$ cat src/rtl/bat_pkg.sv
package bat_pkg;
  localparam int NUM_TESTS = 3;
  localparam int LANES     = 4;

  typedef struct packed {
    logic [7:0]  width;
    logic [31:0] offset;
    logic [31:0] pattern;
    logic [63:0] name;
  } test_desc_t;

  // Names are packed with the first character in the lowest byte.
  function automatic test_desc_t lookup(input logic [7:0] num);
    test_desc_t d;
    d = '0;
    case (num)
      8'd0: begin
        d.width = 8'd1; d.offset = 32'h100; d.pattern = 32'h0000_00A5;
        d.name = {32'h0, 32'h4554_5942};
      end
      8'd1: begin
        d.width = 8'd2; d.offset = 32'h202; d.pattern = 32'h0000_BEEF;
        d.name = {32'h0, 32'h464C_4148};
      end
      8'd2: begin
        d.width = 8'd4; d.offset = 32'h304; d.pattern = 32'h1234_5678;
        d.name = {32'h0, 32'h4452_4F57};
      end
      default: d = '0;
    endcase
    return d;
  endfunction

  function automatic logic [LANES-1:0] lane_mask(input logic [7:0] width, input logic [1:0] lo);
    case (width)
      8'd1:    return 4'b0001 << lo;
      8'd2:    return 4'b0011 << lo;
      8'd4:    return 4'b1111;
      default: return 4'b0000;
    endcase
  endfunction
endpackage

$ cat src/rtl/bat_table.sv
module bat_table
  import bat_pkg::*;
(
  input  logic [7:0] test_num,
  output test_desc_t desc
);
  always_comb desc = lookup(test_num);
endmodule

$ cat src/rtl/bat_matcher.sv
module bat_matcher
  import bat_pkg::*;
#(
  parameter int ADDR_W = 12
) (
  input  logic              wr_en,
  input  logic [ADDR_W-1:0] addr,
  input  logic [LANES-1:0]  be,
  input  logic [31:0]       wdata,
  input  logic [7:0]        width,
  input  logic [31:0]       offset,
  input  logic [31:0]       pattern,
  output logic              hit
);
  logic [LANES-1:0] want_be;
  logic [LANES-1:0] lane_ok;
  logic [31:0]      placed;

  always_comb want_be = lane_mask(width, offset[1:0]);
  assign placed = pattern << {offset[1:0], 3'b000};

  for (genvar g = 0; g < LANES; g++) begin : g_lane
    assign lane_ok[g] = !want_be[g] || (wdata[8*g +: 8] == placed[8*g +: 8]);
  end

  assign hit = wr_en && (want_be != '0) && (32'(addr) == offset) &&
               (be == want_be) && (&lane_ok);
endmodule

$ cat src/rtl/bat_counter.sv
module bat_counter #(
  parameter int CNT_W = 32
) (
  input  logic             clk,
  input  logic             rst,
  input  logic             clear,
  input  logic             inc,
  output logic [CNT_W-1:0] count
);
  always_ff @(posedge clk) begin
    if (rst || clear) count <= '0;
    else if (inc)     count <= count + 1'b1;
  end

  p_clear_r8: assert property (@(posedge clk) disable iff (rst) clear |=> count == '0);
  p_step_r6:  assert property (@(posedge clk) disable iff (rst)
                inc && !clear |=> count == $past(count) + 1'b1);
  p_hold_r7:  assert property (@(posedge clk) disable iff (rst)
                !inc && !clear |=> $stable(count));
endmodule

$ cat src/rtl/bus_access_tester.sv
module bus_access_tester
  import bat_pkg::*;
#(
  parameter int ADDR_W = 12,
  parameter int CNT_W  = 32
) (
  input  logic              clk,
  input  logic              rst,
  input  logic [ADDR_W-1:0] addr,
  input  logic              wr_en,
  input  logic              rd_en,
  input  logic [3:0]        be,
  input  logic [31:0]       wdata,
  output logic [31:0]       rdata
);
  localparam int WIDX_W = ADDR_W - 2;

  logic [7:0]       test_num;
  test_desc_t       desc;
  logic             sel;
  logic             hit;
  logic [CNT_W-1:0] count;
  logic [WIDX_W-1:0] widx;
  logic [31:0]      rd_mux;

  assign widx = addr[ADDR_W-1:2];
  assign sel  = wr_en && (widx == '0) && be[0];

  always_ff @(posedge clk) begin
    if (rst)      test_num <= '0;
    else if (sel) test_num <= wdata[7:0];
  end

  bat_table u_table (.test_num(test_num), .desc(desc));

  bat_matcher #(.ADDR_W(ADDR_W)) u_match (
    .wr_en(wr_en), .addr(addr), .be(be), .wdata(wdata),
    .width(desc.width), .offset(desc.offset), .pattern(desc.pattern), .hit(hit)
  );

  bat_counter #(.CNT_W(CNT_W)) u_count (
    .clk(clk), .rst(rst), .clear(sel), .inc(hit), .count(count)
  );

  always_comb begin
    case (widx)
      WIDX_W'(0): rd_mux = {16'h0, desc.width, 8'h0};
      WIDX_W'(1): rd_mux = desc.offset;
      WIDX_W'(2): rd_mux = desc.pattern;
      WIDX_W'(3): rd_mux = 32'(count);
      WIDX_W'(4): rd_mux = desc.name[31:0];
      WIDX_W'(5): rd_mux = desc.name[63:32];
      default:    rd_mux = '0;
    endcase
  end

  always_ff @(posedge clk) begin
    if (rst)        rdata <= '0;
    else if (rd_en) rdata <= rd_mux;
  end

  p_rdata_hold_r11: assert property (@(posedge clk) disable iff (rst) !rd_en |=> $stable(rdata));
  p_unsupported_r3: assert property (@(posedge clk) disable iff (rst)
                      test_num >= 8'(NUM_TESTS) |-> desc.width == 8'd0);
  p_hit_width_r6:   assert property (@(posedge clk) disable iff (rst)
                      hit |-> 8'($countones(be)) == desc.width);
  p_ro_header_r9:   assert property (@(posedge clk) disable iff (rst)
                      wr_en && !sel |=> $stable(test_num));
endmodule

$ cat config.mk
export PLATFORM = sky130hd
export DESIGN_NAME = bus_access_tester
export DESIGN_NICKNAME = d
export VERILOG_FILES = /design/src/rtl/bat_pkg.sv /design/src/rtl/bat_table.sv /design/src/rtl/bat_matcher.sv /design/src/rtl/bat_counter.sv /design/src/rtl/bus_access_tester.sv
export SDC_FILE = /design/constraint.sdc
export NUM_CORES = 1
export LEC_CHECK = 0
export ABC_AREA = 1
export CAP_MARGIN = 20
export CORE_UTILIZATION = 44
export DETAILED_ROUTE_END_ITERATION = 10
export PLACE_DENSITY = 0.69
export SKIP_LAST_GASP = 1
export SLEW_MARGIN = 10
export SYNTH_ARGS = -nofsm -noshare
export SYNTH_HDL_FRONTEND = slang
export SYNTH_SLANG_ARGS = --single-unit
export TNS_END_PERCENT = 50
$ cat constraint.sdc
create_clock -name clk -period 4.9 [get_ports clk]
set_clock_uncertainty 0.1 [all_clocks]
set_input_delay 0.98 -clock clk [delete_from_list [all_inputs] [get_ports clk]]
set_output_delay 0.98 -clock clk [all_outputs]
set_load 0.01 [all_outputs]
==> results of run 1 <==
[final cells by class]
cell class	count	area (um^2)	area share (%)
timing repair buffer	87	861	15.5
tap	133	166	3.01
clock buffer	9	124	2.24
sequential	72	1440	26.0
multi-input combinational	543	2480	44.7
clock inverter	7	61.3	1.11
inverter	108	405	7.32
[per-stage QoR]
| step | worst slack [ns] | power [uW] |
|---|---|---|
| 6_report | 1.51 | 1140 |
| 5_1_grt | 1.33 | 1180 |
| 4_1_cts | 1.56 | 1150 |
| 3_5_place_dp | 1.22 | 694 |
| 3_3_place_gp | 1.33 | 692 |
| 2_1_floorplan | 2.37 | 639 |
[power groups by stage]
stage	logic, uW	clock network [uW]	registers, uW
2_1_floorplan	41.0	0	598
3_3_place_gp	94.1	0	598
3_5_place_dp	95.5	0	598
4_1_cts	96.1	467	585
5_1_grt	106	494	585
6_report	96.1	460	585
[cell usage after synthesis (all sizes together)]
master / number / area, um^2
nand2: 228 / 873
nor2: 112 / 472
inv: 108 / 405
dfxtp: 72 / 1440
a21oi: 58 / 290
nand3: 48 / 245
nand4: 33 / 206
o21ai: 26 / 130
nor3: 16 / 90.1
buf: 14 / 97.6
clkbuf: 13 / 48.8
o211ai: 7 / 52.6
nand3b: 5 / 37.5
nor4: 3 / 18.8
o2111ai: 3 / 26.3
ha: 1 / 12.5
o21a: 1 / 7.51
o221ai: 1 / 8.76
o22ai: 1 / 6.26
[metal layers]
| layer | share of wire (%) | global-route usage, % | routed length (um) |
|---|---|---|---|
| met1 | 46 | 35.7 | 5980 |
| met2 | 44 | 39.5 | 5710 |
| met3 | 7.9 | 3.46 | 1020 |
| met4 | 1.5 | 9.21 | 188 |
| met5 | 0 | 0 | 0 |
[sequential cells by signal, indices dropped and copies added, names as in the netlist]
name / flops
rdata: 32
test_num: 8
u_count.count: 32
[path summary, 6_finish.rpt]
| path | start | to | slack, ns |
|---|---|---|---|
| max | addr[7] | u_count.count[0] | 1.51 |
| min | rdata[19] | rdata[19] | 0.37 |
| max reg2reg | test_num[0] | u_count.count[21] | 2.32 |
| min reg2reg | rdata[19] | rdata[19] | 0.37 |
[worst max-delay path, delay by kind of cell]
kind	cells	cell delay, ns
AO/OA/AOI/OAI	2	0.21
buffers and inverters	4	0.86
AND/OR/NAND/NOR	7	1.49
[cell families (layout without fill, tap and decap cells)]
family / after synthesis / after routing / synth area share, %
fa+ha+maj: 1 / 1 / 0.280
compound gates: 97 / 97 / 11.7
simple gates: 445 / 445 / 43.5
buf+inv: 135 / 211 / 12.3
flops: 72 / 72 / 32.2
==> results.cfg, run 1 <==
[status]
status = finished, final reports clean

[timing]
slew_violations = 0
grt_setup_unrepaired = false
timing.setup.tns_ns = 0
max_clock_freq_ghz = 0.295
tightest_slew_ns = 0.859
setup-violations-final = 0
timing.final.crit_share_pct = 69.1
slew_headroom_pct = 42.7
hold_viol = 0
min_period_ns = 3.39
hold_ws_ns = 0.366

[pwr]
p_leak_uw = 0.00217
pwr-share-clk_pct = 40.3
switching_share_pct = 27.4
p_int_uw = 828
power.density_mw_per_mm2 = 206
ir_worst_vdd_v = 0.000137
seq_power_share_pct = 51.3
power_frac_comb_pct = 8.4
power_switching_uw = 312

[final_layout]
fin_util_pct = 56.4
area_growth_pct = 23.8
fin_nets = 874
fin_cells = 959
design_area_mm2 = 0.00554
drive_gt1_share_pct = 5.57
insertedDiodeCount = 0
fill_cells = 1037
final_cell_mix = nand2_1, inv_1, nor2_1
layout_commonest_cell = nand2_1

[synthesis]
synth.yosys.seq_area_share_pct = 32.2
syn_area_per_cell_um2 = 5.96
synth_cells = 750
synth-seq-cells = 72
synth_cell_types = 29
syn_area_mm2 = 0.00447
synth_warnings = 0
syn_nets = 803

[worst_setup_path]
crit_slowest_cell = nand2_1
cp_max_fo = 25
worstPathArrival_ns = 3.54
cp.required_ns = 5.05
setup.worst_path.start_class = input pin
r2r_cells = 14
worstSetupPathType = in2reg
crit_path_end_kind = flop
slowest_delay_ns = 0.44
path_cells = clkdlybuf4s50_1 > nor2_1 > nand3_1 > inv_1 > nand2_1 > nor2_1 > inv_1 > nor2_2 > nand3_1 > nand2_1 > inv_2 > o21ai_0 > a21oi_1

[worst_hold_path]
whs_path_depth = 2
hold_class = reg2reg

[die]
row_count = 36
die_height_um = 103
die_w_um = 103
start_util_pct = 45.5
core_area_mm2 = 0.00982
ios = 84
dieArea_mm2 = 0.0106

[cts]
cts_buffers = 9
cts_tree = done
cts_hold_buf = 0
post_cts_buffers = 0
htreeDepth = 3
clock_latency_ns = 0.37
clock_sinks = 72
cts_resized = 0
cts-root-buf = clkbuf_8
clk_pin_slew_ns = 0.09
clockBufferDepth = 2

[global_route]
grt_overflow_total = 0
grt_max_degree = 48
antenna_found_initial = 0
grt_pass1_vias = 4376
grt_pass1_wl_um = 20700
grt.total_usage_pct = 25.4

[routing]
wl_per_cell_um = 13.4
detail-route-antenna-nets = 0
drt_pre_antenna_iters = 5
via_count = 4986
drt_iter0_drc = 413
drcViolationCount = 0
routed_wl_um = 12900
via_per_inst = 5.20

[placed_design]
hpwlAfterDp_um = 9790
place.gp.congestion = 0.904
dpl.cell_count = 943
portBuffers = 83
dpl_cell_area_mm2 = 0.00535

[flow_run]
cap_violations = 0
No activity file was read; power rests on OpenSTA's default activity.
==> inputs of run 2 (changes only) <==
- PLACE_DENSITY: 0.69 -> 0.72
- clock period: 4.9 -> 2.8 ns (I/O delays scaled with it)
==> run 2 against run 1 <==
Effect of this change: non-clock buffer count increased by 8; power increased by 75%; combinational power increased by 79%; sequential cell count unchanged; die area unchanged; register-to-register slack got worse by 1.8 ns; via count increased by 1.4%; global-route usage decreased by 0.95 points; final area increased by 1.3%; critical endpoint is now rdata[8]; largest cell class unchanged.
==> results.cfg, run 2 (synthesis results as in run 1) <==
[cts]
post_cts_buffers = 0
cts_resized = 0
htreeDepth = 3
clk_pin_slew_ns = 0.09
cts_hold_buf = 0
cts-root-buf = clkbuf_8
clockBufferDepth = 2
clock_latency_ns = 0.36
cts_buffers = 9
clock_sinks = 72
cts_tree = done

[global_route]
grt_max_degree = 48
grt.total_usage_pct = 24.4
antenna_found_initial = 0
grt_pass1_vias = 4343
grt_pass1_wl_um = 20200
grt_overflow_total = 0

[die]
die_w_um = 103
start_util_pct = 45.5
ios = 84
core_area_mm2 = 0.00982
dieArea_mm2 = 0.0106
die_height_um = 103
row_count = 36

[worst_setup_path]
reg2reg_slack_ns = 0.47
r2r_cells = 10
crit_path_end_kind = flop
worstPathArrival_ns = 2.57
reg2reg_from = u_count.count[0]
path_cells = clkdlybuf4s50_1 > nor2_1 > nand3_1 > nor3_1 > o21ai_0 > o2111ai_1 > nand2_1 > a21oi_1
slowest_delay_ns = 0.41
crit_slowest_cell = clkdlybuf4s50_1
cp_max_fo = 6
cp.required_ns = 3.00
r2r_end = u_count.count[22]
worstSetupPathType = in2reg
setup.worst_path.start_class = input pin

[routing]
routed_wl_um = 12600
via_per_inst = 5.23
drcViolationCount = 0
drt_iter0_drc = 362
drt_pre_antenna_iters = 5
wl_per_cell_um = 13.1
detail-route-antenna-nets = 0
via_count = 5055

[pwr]
ir_worst_vdd_v = 0.000233
power.density_mw_per_mm2 = 356
total_power_uw = 2000
switching_share_pct = 27.3
power_frac_comb_pct = 8.6
pwr-share-clk_pct = 40.2
power_switching_uw = 546
p_leak_uw = 0.00222
seq_power_share_pct = 51.2
p_int_uw = 1450

[timing]
hold_viol = 0
slew_violations = 0
max_clock_freq_ghz = 0.421
tightest_slew_ns = 0.796
min_period_ns = 2.37
slew_headroom_pct = 46.4
timing.final.crit_share_pct = 84.7
setup-violations-final = 0
grt_setup_unrepaired = false
timing.setup.tns_ns = 0

[final_layout]
final_cell_mix = nand2_1, inv_1, nor2_1
layout_commonest_cell = nand2_1
design_area_mm2 = 0.00561
insertedDiodeCount = 0
drive_gt1_share_pct = 6.47
fin_nets = 882
area_growth_pct = 25.5
regArea_mm2 = 0.00144
multi_input_area_mm2 = 0.00248
fin_util_pct = 57.1
fill_cells = 984
reg_top3 = rdata: 32 flops, u_count.count: 32 flops, test_num: 8 flops

[worst_hold_path]
whs_endpoint = rdata[4]
whs_path_depth = 2
min_from = rdata[4]
hold_class = reg2reg

[placed_design]
portBuffers = 83
place.gp.congestion = 0.888
hpwlAfterDp_um = 9530
dpl_cell_area_mm2 = 0.00542

[flow_run]
cap_violations = 0

[status]
status = finished, final reports clean
==> run 2: cell count changes in the layout (fill, tap and decap cells not counted) <==
cell,before,now
buf_4,4,11
buf_12,0,1
==> run 2: per-layer routing <==
layer	vias up	part of all wire (%)	global-route usage (%)
met5	-	0	0
met1	2285	47	33.4
met3	22	6.8	4.00
met4	0	1.4	7.91
li1	2557	-	-
met2	191	45	39.2
==> run 2: how the worst max path moves through the flow <==
stage | from | to | slack, ns | depth (start not counted)
2_1_floorplan | addr[7] | u_count.count[19] | 0.69 | 13
3_3_place_gp | addr[7] | rdata[8] | 0.17 | 8
3_5_place_dp | addr[11] | u_count.count[14] | 0.13 | 15
4_1_cts | addr[7] | rdata[8] | 0.49 | 8
5_1_grt | addr[11] | u_count.count[14] | 0.25 | 15
6_report | addr[7] | rdata[8] | 0.43 | 8
==> run 2: power by group through the flow <==
| stage | registers, uW | logic [uW] | clock network (uW) |
|---|---|---|---|
| 6_report | 1020 | 172 | 803 |
| 5_1_grt | 1020 | 189 | 852 |
| 4_1_cts | 1020 | 171 | 815 |
| 3_5_place_dp | 1050 | 171 | 0 |
| 3_3_place_gp | 1050 | 168 | 0 |
| 2_1_floorplan | 1050 | 71.7 | 0 |
==> run 2: through the flow <==
step                cells  hold slack, ns  setup slack [ns]
global placement      951           0.348             0.173
finish                967           0.365             0.427
CTS                   967           0.368             0.487
floorplan             750           0.336             0.693
global route          967           0.378             0.250
detailed placement    951           0.356             0.125
==> run 2: area by class of cell <==
type                       instances  area share (%)
sequential                        72            25.7
inverter                         108            7.23
clock buffer                       9            2.21
tap                              133            2.97
multi-input combinational        543            44.2
timing repair buffer              95            16.6
clock inverter                     7            1.09
==> run 2: critical path, delay by kind of cell <==
| kind | cells | cell delay, ns |
|---|---|---|
| AND/OR/NAND/NOR | 4 | 0.81 |
| AO/OA/AOI/OAI | 3 | 0.79 |
| buffers and inverters | 1 | 0.41 |
==> inputs of run 3 (changes only) <==
- PLACE_DENSITY: 0.72 -> 0.69
- clock period: 2.8 -> 2.2 ns (I/O delays scaled with it)
==> run 3 against run 2 <==
Effect of this change: critical path depth grew 7; via count grew 5.3%; global-route usage grew 2.0 points.
==> results.cfg, run 3 (synthesis results as in run 1) <==
[status]
status = finished, final reports clean

[placed_design]
place.gp.congestion = 0.921
hpwlAfterDp_um = 10200
dpl.cell_count = 986
portBuffers = 83

[pwr]
ir_worst_vdd_v = 0.000385
power.density_mw_per_mm2 = 433
p_leak_uw = 0.00257
p_int_uw = 2080
power_switching_uw = 637
total_power_uw = 2720
power_frac_comb_pct = 9.4
pwr-share-clk_pct = 42.7
seq_power_share_pct = 47.9
switching_share_pct = 23.4

[routing]
drt_pre_antenna_iters = 5
detail-route-antenna-nets = 0
drcViolationCount = 0
drt_iter0_drc = 350
routed_wl_um = 14400
wl_per_cell_um = 14.2
via_per_inst = 5.24
via_count = 5325

[worst_hold_path]
hold_class = reg2reg
whs_path_depth = 2

[timing]
timing.final.crit_share_pct = 99.5
setup-violations-final = 0
slew_headroom_pct = 73.3
grt_setup_unrepaired = true
timing.setup.tns_ns = 0
tightest_slew_ns = 0.401
hold_viol = 0
max_clock_freq_ghz = 0.457
slew_violations = 0
min_period_ns = 2.19

[global_route]
grt_max_degree = 48
grt.total_usage_pct = 26.4
grt_pass1_vias = 4809
grt_overflow_total = 0
grt_pass1_wl_um = 21800
antenna_found_initial = 0

[cts]
clock_latency_ns = 0.35
cts-root-buf = clkbuf_8
clk_pin_slew_ns = 0.08
cts_buffers = 9
htreeDepth = 3
clock_sinks = 72
cts_tree = done
clockBufferDepth = 2
cts_hold_buf = 0

[worst_setup_path]
crit_path_end_kind = flop
r2r_cells = 15
worstSetupPathType = reg2reg
cp_max_fo = 12
cp.required_ns = 2.35
setup.worst_path.start_class = flop
worstPathArrival_ns = 2.34

[die]
die_height_um = 103
row_count = 36
die_w_um = 103
core_area_mm2 = 0.00982
dieArea_mm2 = 0.0106
start_util_pct = 45.5
ios = 84

[final_layout]
area_growth_pct = 40.3
fin_nets = 931
fin_cells = 1016
reg_top3 = rdata: 32 flops, u_count.count: 32 flops, test_num: 8 flops
layout_commonest_cell = nand2_1
multi_input_area_mm2 = 0.00262
fill_cells = 939
drive_gt1_share_pct = 15.9
insertedDiodeCount = 0
regArea_mm2 = 0.00145
final_cell_mix = nand2_1, inv_1, nor2_1

[flow_run]
cap_violations = 0
## run 3: worst paths after layout
| check | start | endpoint | slack, ns |
|---|---|---|---|
| setup / recovery | test_num[1] | u_count.count[17] | 0.01 |
| hold / removal | rdata[1] | rdata[1] | 0.36 |
| setup reg to reg | test_num[1] | u_count.count[17] | 0.01 |
| hold reg to reg | rdata[1] | rdata[1] | 0.36 |
## run 3: power by group through the flow
stage | registers, uW | logic [uW] | clock network [uW]
after floorplan | 1330 | 91.3 | 0
after global placement | 1330 | 241 | 0
after detailed placement | 1330 | 245 | 0
after CTS | 1300 | 247 | 1190
after global routing | 1300 | 279 | 1230
final | 1300 | 254 | 1160
## run 3: timing repair
action                     in CTS  in global routing
gates cloned                    0                  5
resized for setup               1                 56
pin swaps                       0                 22
setup endpoints to repair       1                 38
hold endpoints to repair        0                  0
buffers inserted                0                  9
## run 3: per-layer routing
| metal | routed length [um] | global-route usage (%) | up-vias |
|---|---|---|---|
| met5 | 0 | 0 | - |
| met4 | 207 | 8.34 | 0 |
| met3 | 1170 | 4.14 | 28 |
| met2 | 6660 | 43.7 | 237 |
| met1 | 6390 | 35.2 | 2409 |
| li1 | - | - | 2651 |
## run 3: area by class of cell
type	count	area share (%)
multi-input combinational	544	41.7
sequential	72	23.1
timing repair buffer	143	22.5
inverter	108	6.50
tap	133	2.65
clock buffer	9	1.97
clock inverter	7	1.52
## run 3: metrics by stage
step | hold WS, ns | worst slack [ns] | instance area [um^2] | util, %
finish | 0.361 | 0.0106 | 6270 | 63.9
global route | 0.384 | -0.101 | 6270 | 63.9
CTS | 0.365 | 0.00219 | 5950 | 60.6
detailed placement | 0.354 | -0.299 | 5720 | 58.3
global placement | 0.348 | -0.250 | 5720 | 58.3
floorplan | 0.336 | 0.213 | 4470 | -
## run 3: critical path, cell delays in order (launching register included)
cell and delay (ns):
dfxtp_2 0.37, inv_2 0.06, nor2_2 0.09, nand2_2 0.08
nor2_4 0.23, nor2_4 0.05, nor2_2 0.10, nand2_1 0.07
nor2_2 0.11, nand3_2 0.11, nor2_4 0.14, buf_12 0.14
clkbuf_16 0.16, nand4_1 0.13, nand2_1 0.11, nor2_1 0.04
